File: src/rtl/vec_fp_compare.sv
module vec_fp_compare #(
  parameter int VEC_W = 128
) (
  input  logic             clk,
  input  logic             rst_n,
  input  logic             in_valid,
  input  logic             dbl_sel,
  input  logic [4:0]       cond,
  input  logic [VEC_W-1:0] src_a,
  input  logic [VEC_W-1:0] src_b,
  output logic             out_valid,
  output logic [VEC_W-1:0] result,
  output logic             invalid,
  output logic             illegal,
  output logic             invalid_sticky
);
  localparam int N32 = VEC_W / 32;
  localparam int N64 = VEC_W / 64;

  function automatic logic is_nan(input logic [63:0] v, input logic d);
    return d ? (&v[62:52] && |v[51:0]) : (&v[30:23] && |v[22:0]);
  endfunction

  function automatic logic is_snan(input logic [63:0] v, input logic d);
    return is_nan(v, d) && !(d ? v[51] : v[22]);
  endfunction

  function automatic logic [62:0] mag(input logic [63:0] v, input logic d);
    return d ? v[62:0] : {32'b0, v[30:0]};
  endfunction

  // outcome one-hot: [0] lt, [1] eq, [2] gt, [3] un
  function automatic logic [3:0] outcome(input logic [63:0] a, input logic [63:0] b,
                                         input logic d);
    logic [62:0] ma, mb;
    logic        sa, sb;
    ma = mag(a, d);
    mb = mag(b, d);
    sa = d ? a[63] : a[31];
    sb = d ? b[63] : b[31];
    if (is_nan(a, d) || is_nan(b, d)) return 4'b1000;
    if (ma == 63'd0 && mb == 63'd0)   return 4'b0010;
    if (sa != sb)                     return sa ? 4'b0001 : 4'b0100;
    if (ma == mb)                     return 4'b0010;
    return ((ma > mb) ^ sa) ? 4'b0100 : 4'b0001;
  endfunction

  wire [3:0] code_hi = cond[4:1];
  wire       legal   = (cond <= 5'h19) && (code_hi != 4'b1001) && (code_hi != 4'b1011);
  wire [3:0] want    = {cond[3], cond[4], cond[2], cond[1] | cond[4]};

  logic [N32-1:0]   hit32, inv32;
  logic [N64-1:0]   hit64, inv64;
  logic [VEC_W-1:0] nxt_result;
  logic             nxt_inv;

  for (genvar i = 0; i < N32; i++) begin : g_sp
    wire [63:0] la = {32'b0, src_a[32*i +: 32]};
    wire [63:0] lb = {32'b0, src_b[32*i +: 32]};
    assign hit32[i] = |(outcome(la, lb, 1'b0) & want);
    assign inv32[i] = cond[0] ? (is_nan(la, 1'b0) || is_nan(lb, 1'b0))
                              : (is_snan(la, 1'b0) || is_snan(lb, 1'b0));
  end

  for (genvar j = 0; j < N64; j++) begin : g_dp
    wire [63:0] la = src_a[64*j +: 64];
    wire [63:0] lb = src_b[64*j +: 64];
    assign hit64[j] = |(outcome(la, lb, 1'b1) & want);
    assign inv64[j] = cond[0] ? (is_nan(la, 1'b1) || is_nan(lb, 1'b1))
                              : (is_snan(la, 1'b1) || is_snan(lb, 1'b1));
  end

  always_comb begin
    for (int k = 0; k < N32; k++)
      nxt_result[32*k +: 32] = {32{legal & (dbl_sel ? hit64[k/2] : hit32[k])}};
  end

  assign nxt_inv = legal & (dbl_sel ? |inv64 : |inv32);

  always_ff @(posedge clk) begin
    if (!rst_n) begin
      out_valid      <= 1'b0;
      result         <= '0;
      invalid        <= 1'b0;
      illegal        <= 1'b0;
      invalid_sticky <= 1'b0;
    end else begin
      out_valid <= in_valid;
      if (in_valid) begin
        result         <= nxt_result;
        invalid        <= nxt_inv;
        illegal        <= !legal;
        invalid_sticky <= invalid_sticky | nxt_inv;
      end
    end
  end
endmodule


File: config.mk
export PLATFORM = sky130hd
export DESIGN_NAME = vec_fp_compare
export DESIGN_NICKNAME = d
export VERILOG_FILES = /design/src/rtl/vec_fp_compare.sv
export SDC_FILE = /design/constraint.sdc
export NUM_CORES = 1
export LEC_CHECK = 0
export BUFFER_PORTS_ARGS = -buffer_cell sky130_fd_sc_hd__buf_2
export CORE_AREA = 2 2 153 155
export CTS_BUF_LIST = sky130_fd_sc_hd__clkbuf_4
export DETAILED_ROUTE_END_ITERATION = 6
export DIE_AREA = 0 0 155 157
export PLACE_DENSITY = 0.53
export SLEW_MARGIN = 20
export SYNTH_ARGS = -nofsm -noshare
export SYNTH_HDL_FRONTEND = slang
export SYNTH_SLANG_ARGS = --single-unit
File: constraint.sdc
create_clock -name clk -period 8.3 [get_ports clk]
set_clock_uncertainty 0.15 [all_clocks]
set_input_delay 0.83 -clock clk [delete_from_list [all_inputs] [get_ports clk]]
set_output_delay 0.83 -clock clk [all_outputs]
set_load 0.005 [all_outputs]
Word-level counts from Yosys, hierarchy flattened:

Cells that the tools add are included.
W data, S select, Z words.

* logic and storage cells: 271
* output and inout port bits: 132
* register bits after elaboration: 101
* memory bits (read-only): 0
* memories: 0
* bits in latches: 0
* bits of input ports: 265
* bits in writable memories: 0

* $add $sub $neg: 0
* shifts and indexed selects: 0
* magnitude comparators: 7
* eq/ne operators: 12
* muxes and demuxes: 127
* reduce and logical (&&, ||, !) cells: 101
* bitwise gates (word level): 19
* multipliers: 0
* div/mod/pow operators: 0

Operators with widths (count)
* $logic_not A63 Y1: 4
* $logic_not A31 Y1: 8
* $reduce_or A52 Y1: 4
* $mux W4: 48
* $reduce_or A23 Y1: 8
* $eq A63 B63 Y1: 2
* $gt A63 B63 Y1: 2
* $eq A31 B31 Y1: 4
* $gt A31 B31 Y1: 4
* $mux W1: 69
* $reduce_and A8 Y1: 8
* $reduce_and A11 Y1: 4
* $logic_and A1 B1 Y1: 32
* $mux W3: 10
* $reduce_or A4 Y1: 7
* $and A4 B4 Y4: 6
* $logic_not A1 Y1: 13
* $logic_or A1 B1 Y1: 12
* $ne A4 B4 Y1 const B: 2
* $xor A1 B1 Y1: 6
* $and A1 B1 Y1: 5
* $le A5 B5 Y1 const B: 1
* $ne A1 B1 Y1: 4
* $or A1 B1 Y1: 2
* $reduce_or A2 Y1: 1

Logic depth before layout (Yosys ltp):

Gate-level depths: netlist of the first run.

* depth after elaboration: 18
* depth in mapped cells: 11
* gate-level depth less buffers: 11

Least setup slack after synthesis of the first run:

OpenSTA, ideal clock, no wires.

* kind: input to register
* start: input src_b[54]
* end: register result[31]
* arrival: 2.924 ns
* cell stages on the path: 11
* data required time: 8.025 ns
* path buffers: 0
* setup slack: 5.101 ns
* setup time: 0.125 ns
* cells stage by stage: inv_1 > ha_1 > a22o_1 > nor4_2 > o21ai_1 > a221o_1 > nor3_2 > o21ai_1 > or3b_1 > a31oi_1 > o31ai_1

* word-level cells in the longest chain between the ends: 13
* elaborated cells between the ends (all ways): 27
* classes of those cells: order compare (1); eq/ne (1); mux (16); bitwise (3); reduce/logical (6)

Ends and longest elaborated chain
* from (decl): RTL line 10 `input logic [VEC_W-1:0] src_b,`
* branches (longest 8 deep; another with $gt A63 B63 Y1)
* $mux W4 *: RTL line 42 `if (ma == 63'd0 && mb == 63'd0) return 4'b0010;`
* $and A4 B4 Y4 *: RTL line 68 `assign hit64[j] = |(outcome(la, lb, 1'b1) & want);`
* $reduce_or A4 Y1 *: RTL line 68
* $mux W1 *: RTL line 75 `nxt_result[32*k +: 32] = {32{legal & (dbl_sel ? hit64[k/2] : hit32[k])}};`
* $and A1 B1 Y1 *: RTL line 75
* to (signal assigned): RTL line 90 `result <= nxt_result;`
* to (decl): RTL line 12 `output logic [VEC_W-1:0] result,`

Mark *: on every way between the ends. The select of a mux whose other input is x is not followed.
A chain may end at the register's enable or synchronous reset.

Worst setup path after layout of the first run:

* start: input src_b[54]
* end: register result[63]

* word-level cells in the longest chain between the ends: 13
* elaborated cells between the ends (all ways): 52
* classes of those cells: order compare (2); eq/ne (2); mux (31); bitwise (5); reduce/logical (12)

Ends and longest elaborated chain (RTL line)
* branches (longest 11 deep; another with $gt A63 B63 Y1)
* $mux W1 *: 75
* $and A1 B1 Y1 *: 75

Marked as above.

==> results of run 1 <==
==> flip-flops by register name, indices dropped and copies added, names as in the netlist <==
signal / cells
invalid: 1
invalid_sticky: 1
result: 4
out_valid: 1
illegal: 1
==> layout make-up <==
type                       instances  area share
antenna                            5    0.001704
clock buffer                       3    0.003066
inverter                         138     0.07053
multi-input combinational        590      0.5845
sequential                         8     0.02181
tap                              285     0.04855
timing repair buffer             396      0.2698
==> power by group through the flow <==
stage	sequential, W	clock, W	combinational, W
finish	0.0000548	0.0000309	0.000335
floorplan	0.0000548	0	0.000227
global placement	0.0000555	0	0.000335
CTS	0.0000556	0.0000331	0.000338
detailed placement	0.0000564	0	0.000336
global route	0.0000569	0.0000360	0.000382
==> cells in the mapped netlist (all sizes together) (3+ instances only) <==
library cell / n
a211oi: 8
a21o: 13
a21oi: 60
a221o: 3
a221oi: 3
and3: 4
and4: 4
buf: 126
dfxtp: 8
ha: 128
inv: 138
mux2i: 5
nand2: 58
nand3: 21
nand3b: 4
nand4: 53
nor2: 37
nor2b: 5
nor3: 23
nor4: 67
o211ai: 4
o21a: 3
o21ai: 36
o31a: 3
o31ai: 5
or3: 3
==> worst reg2reg max path, stage by stage, from the launching register on <==
cell and delay (ps):
dfxtp_1 870, nand2_1 120, o31ai_1 100
==> layer usage <==
layer	global-route usage	vias to the layer above	wire length (um)
met1	0.2037	3138	9479
met5	0	-	13
met2	0.3316	240	11530
li1	-	3562	-
met3	0.02450	24	1259
met4	0.03748	2	397
==> metrics by stage <==
step | total power (W) | utilization
after global routing | 0.0004750 | 0.3264
final | 0.0004211 | 0.3264
after floorplan | 0.0002820 | -
after detailed placement | 0.0003928 | 0.3248
after global placement | 0.0003905 | 0.3248
after CTS | 0.0004271 | 0.3258
==> cells by family (layout without fill, tap and decap cells) <==
group / after synthesis / after routing
AND/OR/NAND/NOR: 293 / 293
buffers and inverters: 264 / 537
AO/OA/AOI/OAI: 160 / 160
adder cells (fa/ha/maj): 128 / 128
flip-flops: 8 / 8
multiplexers: 6 / 6
XOR/XNOR: 3 / 3
other: 0 / 5
==> worst max-delay path by stage <==
stage	cells after the start	from	endpoint
finish	12	src_b[54]	result[63]$_SDFFE_PN0P_
CTS	12	src_b[54]	result[63]$_SDFFE_PN0P_
detailed placement	12	src_b[54]	result[63]$_SDFFE_PN0P_
global placement	12	src_b[54]	result[63]$_SDFFE_PN0P_
floorplan	11	src_b[54]	result[31]$_SDFFE_PN0P_
global route	12	src_b[54]	result[63]$_SDFFE_PN0P_
==> reports/metrics.cfg, run 1 <==
[clock_network]
cts_max_path_buffers=2
clk_latency_ps=250
cts_setup_buffers=0
root_buffer=clkbuf_4
numCtsBuffers=3
clock_sink_count=8
ctsResizeCount=0
cts_tree=built
holdBufCountCts=0
h-tree-depth=1
clk_pin_slew_worst_paths_ps=60

[detailed_routing]
vias=6966
first_pass_iters=4
drt-initial-drc-count=240
drc=0
wire_per_inst_um=15.92
drt_wl_total_mm=22.68
via_per_inst=4.888
ant_nets=0

[floorplanning]
dieArea_um2=24340
start_util=0.2629
fp.dieW_um=155
core_area_um2=22500
die_h_um=157
boundaryPins=397
fp-row-count=55

[synthesis]
synth_fa_ha_area_frac=0.2707
synth_mux_area_frac=0.01036
synth_edf_count=0
synth_ff_type=dfxtp_1
synth_top_cell_by_area=ha_1
synth_area_um2=5917
synth_area_leaders=ha_1 27%, buf_4 16%, inv_1 8.7%, nor4_1 6.9%, nand4_1 5.6%
seq_area_frac_synth=0.02707
synth_compound_area_frac=0.1702
synth_top_family_by_area=adder cells
yosys.area_share.xor_xnor=0.004441
yosysWarnings=0
yosysTopAreaCellShare=0.2707
synth_area_per_cell_um2=6.864
synth_cell_types=65
synthSimpleGateAreaFrac=0.2698
syn_nets=1255
netlist_instances=862
synth_seq_cells=8
async_flop_share=0

[timing]
fin_ws_ps=5010
slew_viol_final=0
fin_hold_ws_ps=319.3
fin_crit_sh=0.3964
setup_tns_ps=0
slew_headroom=0.4265
tightestPinTransition_ps=859.1
fmaxAchievable_ghz=0.3040
fin_crit_ps=3290
hold_viol_final=0
rsz0062_at_grt=false
setup_viol=0

[final_layout]
syn2layout_area_growth_pct=24.13
layout_common_cells=396 x buf_2, 137 x inv_1, 128 x ha_1
final_nets=1530
num-fill-cells=2498
ff_latch_area_um2=160.2
final_area_um2=7345
final_common_cell=buf_2
drive_above_1_share=0.3639
layout.cells.non_filler=1425
multi_input_area_um2=4293

[job]
maxCapViolCount=0

[grt]
grt_usage=0.1733
grt_pass1_wl_mm=33.75
grt_max_degree=34
first_global_vias=6568
antenna_found_initial=6
grt_overflow=0

[placement]
hpwlAfterDp_mm=21.13
io_buffers=396
dp_cells=1417
place_area_um2=7310
gp_congestion=0.8866
place_ws_ps=4715

[critical_path]
crit_arrival_ps=3280
r2r_cells=2
rrSetupSlack_ps=6980
cp_top_family=compound AO/OA/AOI/OAI gates
path_max_fanout=3
crit_top_cell=o21ai_1
r2r_start=result[31]$_SDFFE_PN0P_
critPathSlowestCell=a221o_1
critical_path_buf_inv_count=2
crit_type=in2reg
crit_chain=buf_2 -> inv_1 -> ha_1 -> a22o_1 -> nor4_2 -> o21ai_1 -> a221o_1 -> nor3_2 -> o21ai_1 -> or3b_1 -> a31oi_1 -> o31ai_1
endpoint_kind=register
regToRegEndpoint=result[31]$_SDFFE_PN0P_
start_kind=primary input
max_stage_delay_ps=370
required_ps=8290

[min_path]
min_to=invalid_sticky$_SDFFE_PN0P_
hp-class=reg2reg
hold_path_depth=2
min_from=invalid_sticky$_SDFFE_PN0P_

[power_and_ir_drop]
clkPwrFrac=0.073
vdd_drop_max_uv=22.43
p_sw_frac=0.4780
power_switching_w=0.0002013
powerDensity_nw_per_um2=57.34
power_frac_seq=0.130
power_frac_comb=0.796
p_leak_nw=4.229
p_int_w=0.0002198

[status]
status=completed

No activity file was read; power rests on OpenSTA's default activity.
==> run 2: changes to the inputs <==
- PLACE_DENSITY: 0.53 -> 0.55
- clock period: 8.3 -> 3 ns (I/O delays scaled with it)
==> run 2 against run 1 <==
Utilization is 0.31 points higher. Sequential power grew to 2.7 times the previous value. Sequential share of layout area hardly changed. Clock-buffer cell count stayed put. Sequential cell count stayed put. Critical path depth stayed put. Register-to-register slack worse by 5300 ps. Global-route usage is 0.14 points lower. Hold slack worse by 190 ps. First-iteration DRC count is 15% lower. Worst setup slack worse by 4700 ps. Via count hardly changed.
==> reports/metrics.cfg, run 2 (same netlist as run 1, synthesis figures left out) <==
[status]
status=completed

[grt]
grt_max_degree=34
grt_overflow=0
grt_pass1_wl_mm=33.33
first_global_vias=6613
grt_usage=0.1719
antenna_found_initial=5

[clock_network]
ctsResizeCount=0
cts_tree=built
h-tree-depth=1
numCtsBuffers=3
root_buffer=clkbuf_4
cts_setup_buffers=0
holdBufCountCts=0
clk_latency_ps=260
clock_sink_count=8
clk_pin_slew_worst_paths_ps=70
cts_max_path_buffers=2

[timing]
tightestPinTransition_ps=825.1
rsz0062_at_grt=false
fin_crit_sh=0.9038
slew_viol_final=0
setup_viol=0
fin_crit_ps=2712
slew_headroom=0.4492
hold_viol_final=0
setup_tns_ps=0
fmaxAchievable_ghz=0.3688

[critical_path]
path_max_fanout=3
start_kind=primary input
required_ps=2990
crit_type=in2reg
endpoint_kind=register
crit_arrival_ps=2700

[final_layout]
final_nets=1540
layout_common_cells=396 x buf_2, 137 x inv_1, 128 x ha_1
largest_reg_flops=4
regMostFlops=result
multi_input_area_um2=4293
drive_above_1_share=0.3694
num-fill-cells=2453
final_common_cell=buf_2
ff_latch_area_um2=160.2
syn2layout_area_growth_pct=25.31

[floorplanning]
start_util=0.2629
die_h_um=157
dieArea_um2=24340
fp.dieW_um=155
fp-row-count=55
core_area_um2=22500
boundaryPins=397

[detailed_routing]
ant_nets=0
vias=6963
drc=0
wire_per_inst_um=15.75
first_pass_iters=4
drt-initial-drc-count=204
via_per_inst=4.859
drt_wl_total_mm=22.57

[placement]
hpwlAfterDp_mm=21.02
gp_congestion=0.8865
io_buffers=396

[power_and_ir_drop]
powerDensity_nw_per_um2=158.4
vdd_drop_max_uv=73.56
finalPower_w=0.001174
p_leak_nw=4.279

[job]
maxCapViolCount=0

[min_path]
hp-class=in2reg

## run 2: changes by cell type in the layout (fill, tap and decap cells not counted), sizes merged
cell   change
diode      -2
buf       +10
## run 2: where the power goes
part / total, W / leakage [nW] / internal, W / switching (W)
sequential: 0.000150 / 0.0659 / 0.000114 / 0.0000361
clock: 0.0000923 / 0.0138 / 0.0000463 / 0.0000460
combinational: 0.000932 / 4.20 / 0.000452 / 0.000480
total: 0.00117 / 4.28 / 0.000612 / 0.000562
## run 2: final cells by class
type / instances / area share
clock buffers: 3 / 0.003037
inverters: 138 / 0.06986
repair buffers: 406 / 0.2774
multi-input cells: 590 / 0.5790
flip-flops and latches: 8 / 0.02160
well taps: 285 / 0.04809
diodes: 3 / 0.001012
## run 2: path summary, 6_finish.rpt
check / from / end / slack, ps / cells past startpoint
max reg2reg: result[31]$_SDFFE_PN0P_ / result[31]$_SDFFE_PN0P_ / 1700 / 2
min reg2reg: invalid$_SDFFE_PN0P_ / invalid$_SDFFE_PN0P_ / 290 / 2
min: rst_n / invalid_sticky$_SDFFE_PN0P_ / 130 / 3
max: src_b[54] / result[63]$_SDFFE_PN0P_ / 290 / 12
## run 2: critical path, stage by stage
cell and delay [ps]:
buf_2 100, inv_1 50, ha_1 290, a22o_1 240, nor4_2 210, o21ai_1 100
a221o_1 370, nor3_2 230, o21ai_1 120, or3b_1 350, a31oi_1 220, o31ai_1 100
## run 2: per-stage QoR
stage                     hold slack, ps    util  instances  setup slack [ps]  cell area, um^2
after CTS                          122.8  0.3292       1430             321.9             7407
after floorplan                    260.6       -        862             331.1             5917
after detailed placement           284.9  0.3282       1427             27.18             7385
final                              125.6  0.3295       1433             288.5             7415
after global routing               140.0  0.3294       1432             106.9             7412
after global placement             281.7  0.3282       1427             89.31             7385
## run 2: routing by layer
metal,part of all wire,vias up,track usage
met2,0.52,254,0.3433
met1,0.41,3109,0.1967
met5,0.0018,-,0
met4,0.010,6,0.02646
li1,-,3576,-
met3,0.052,18,0.02148
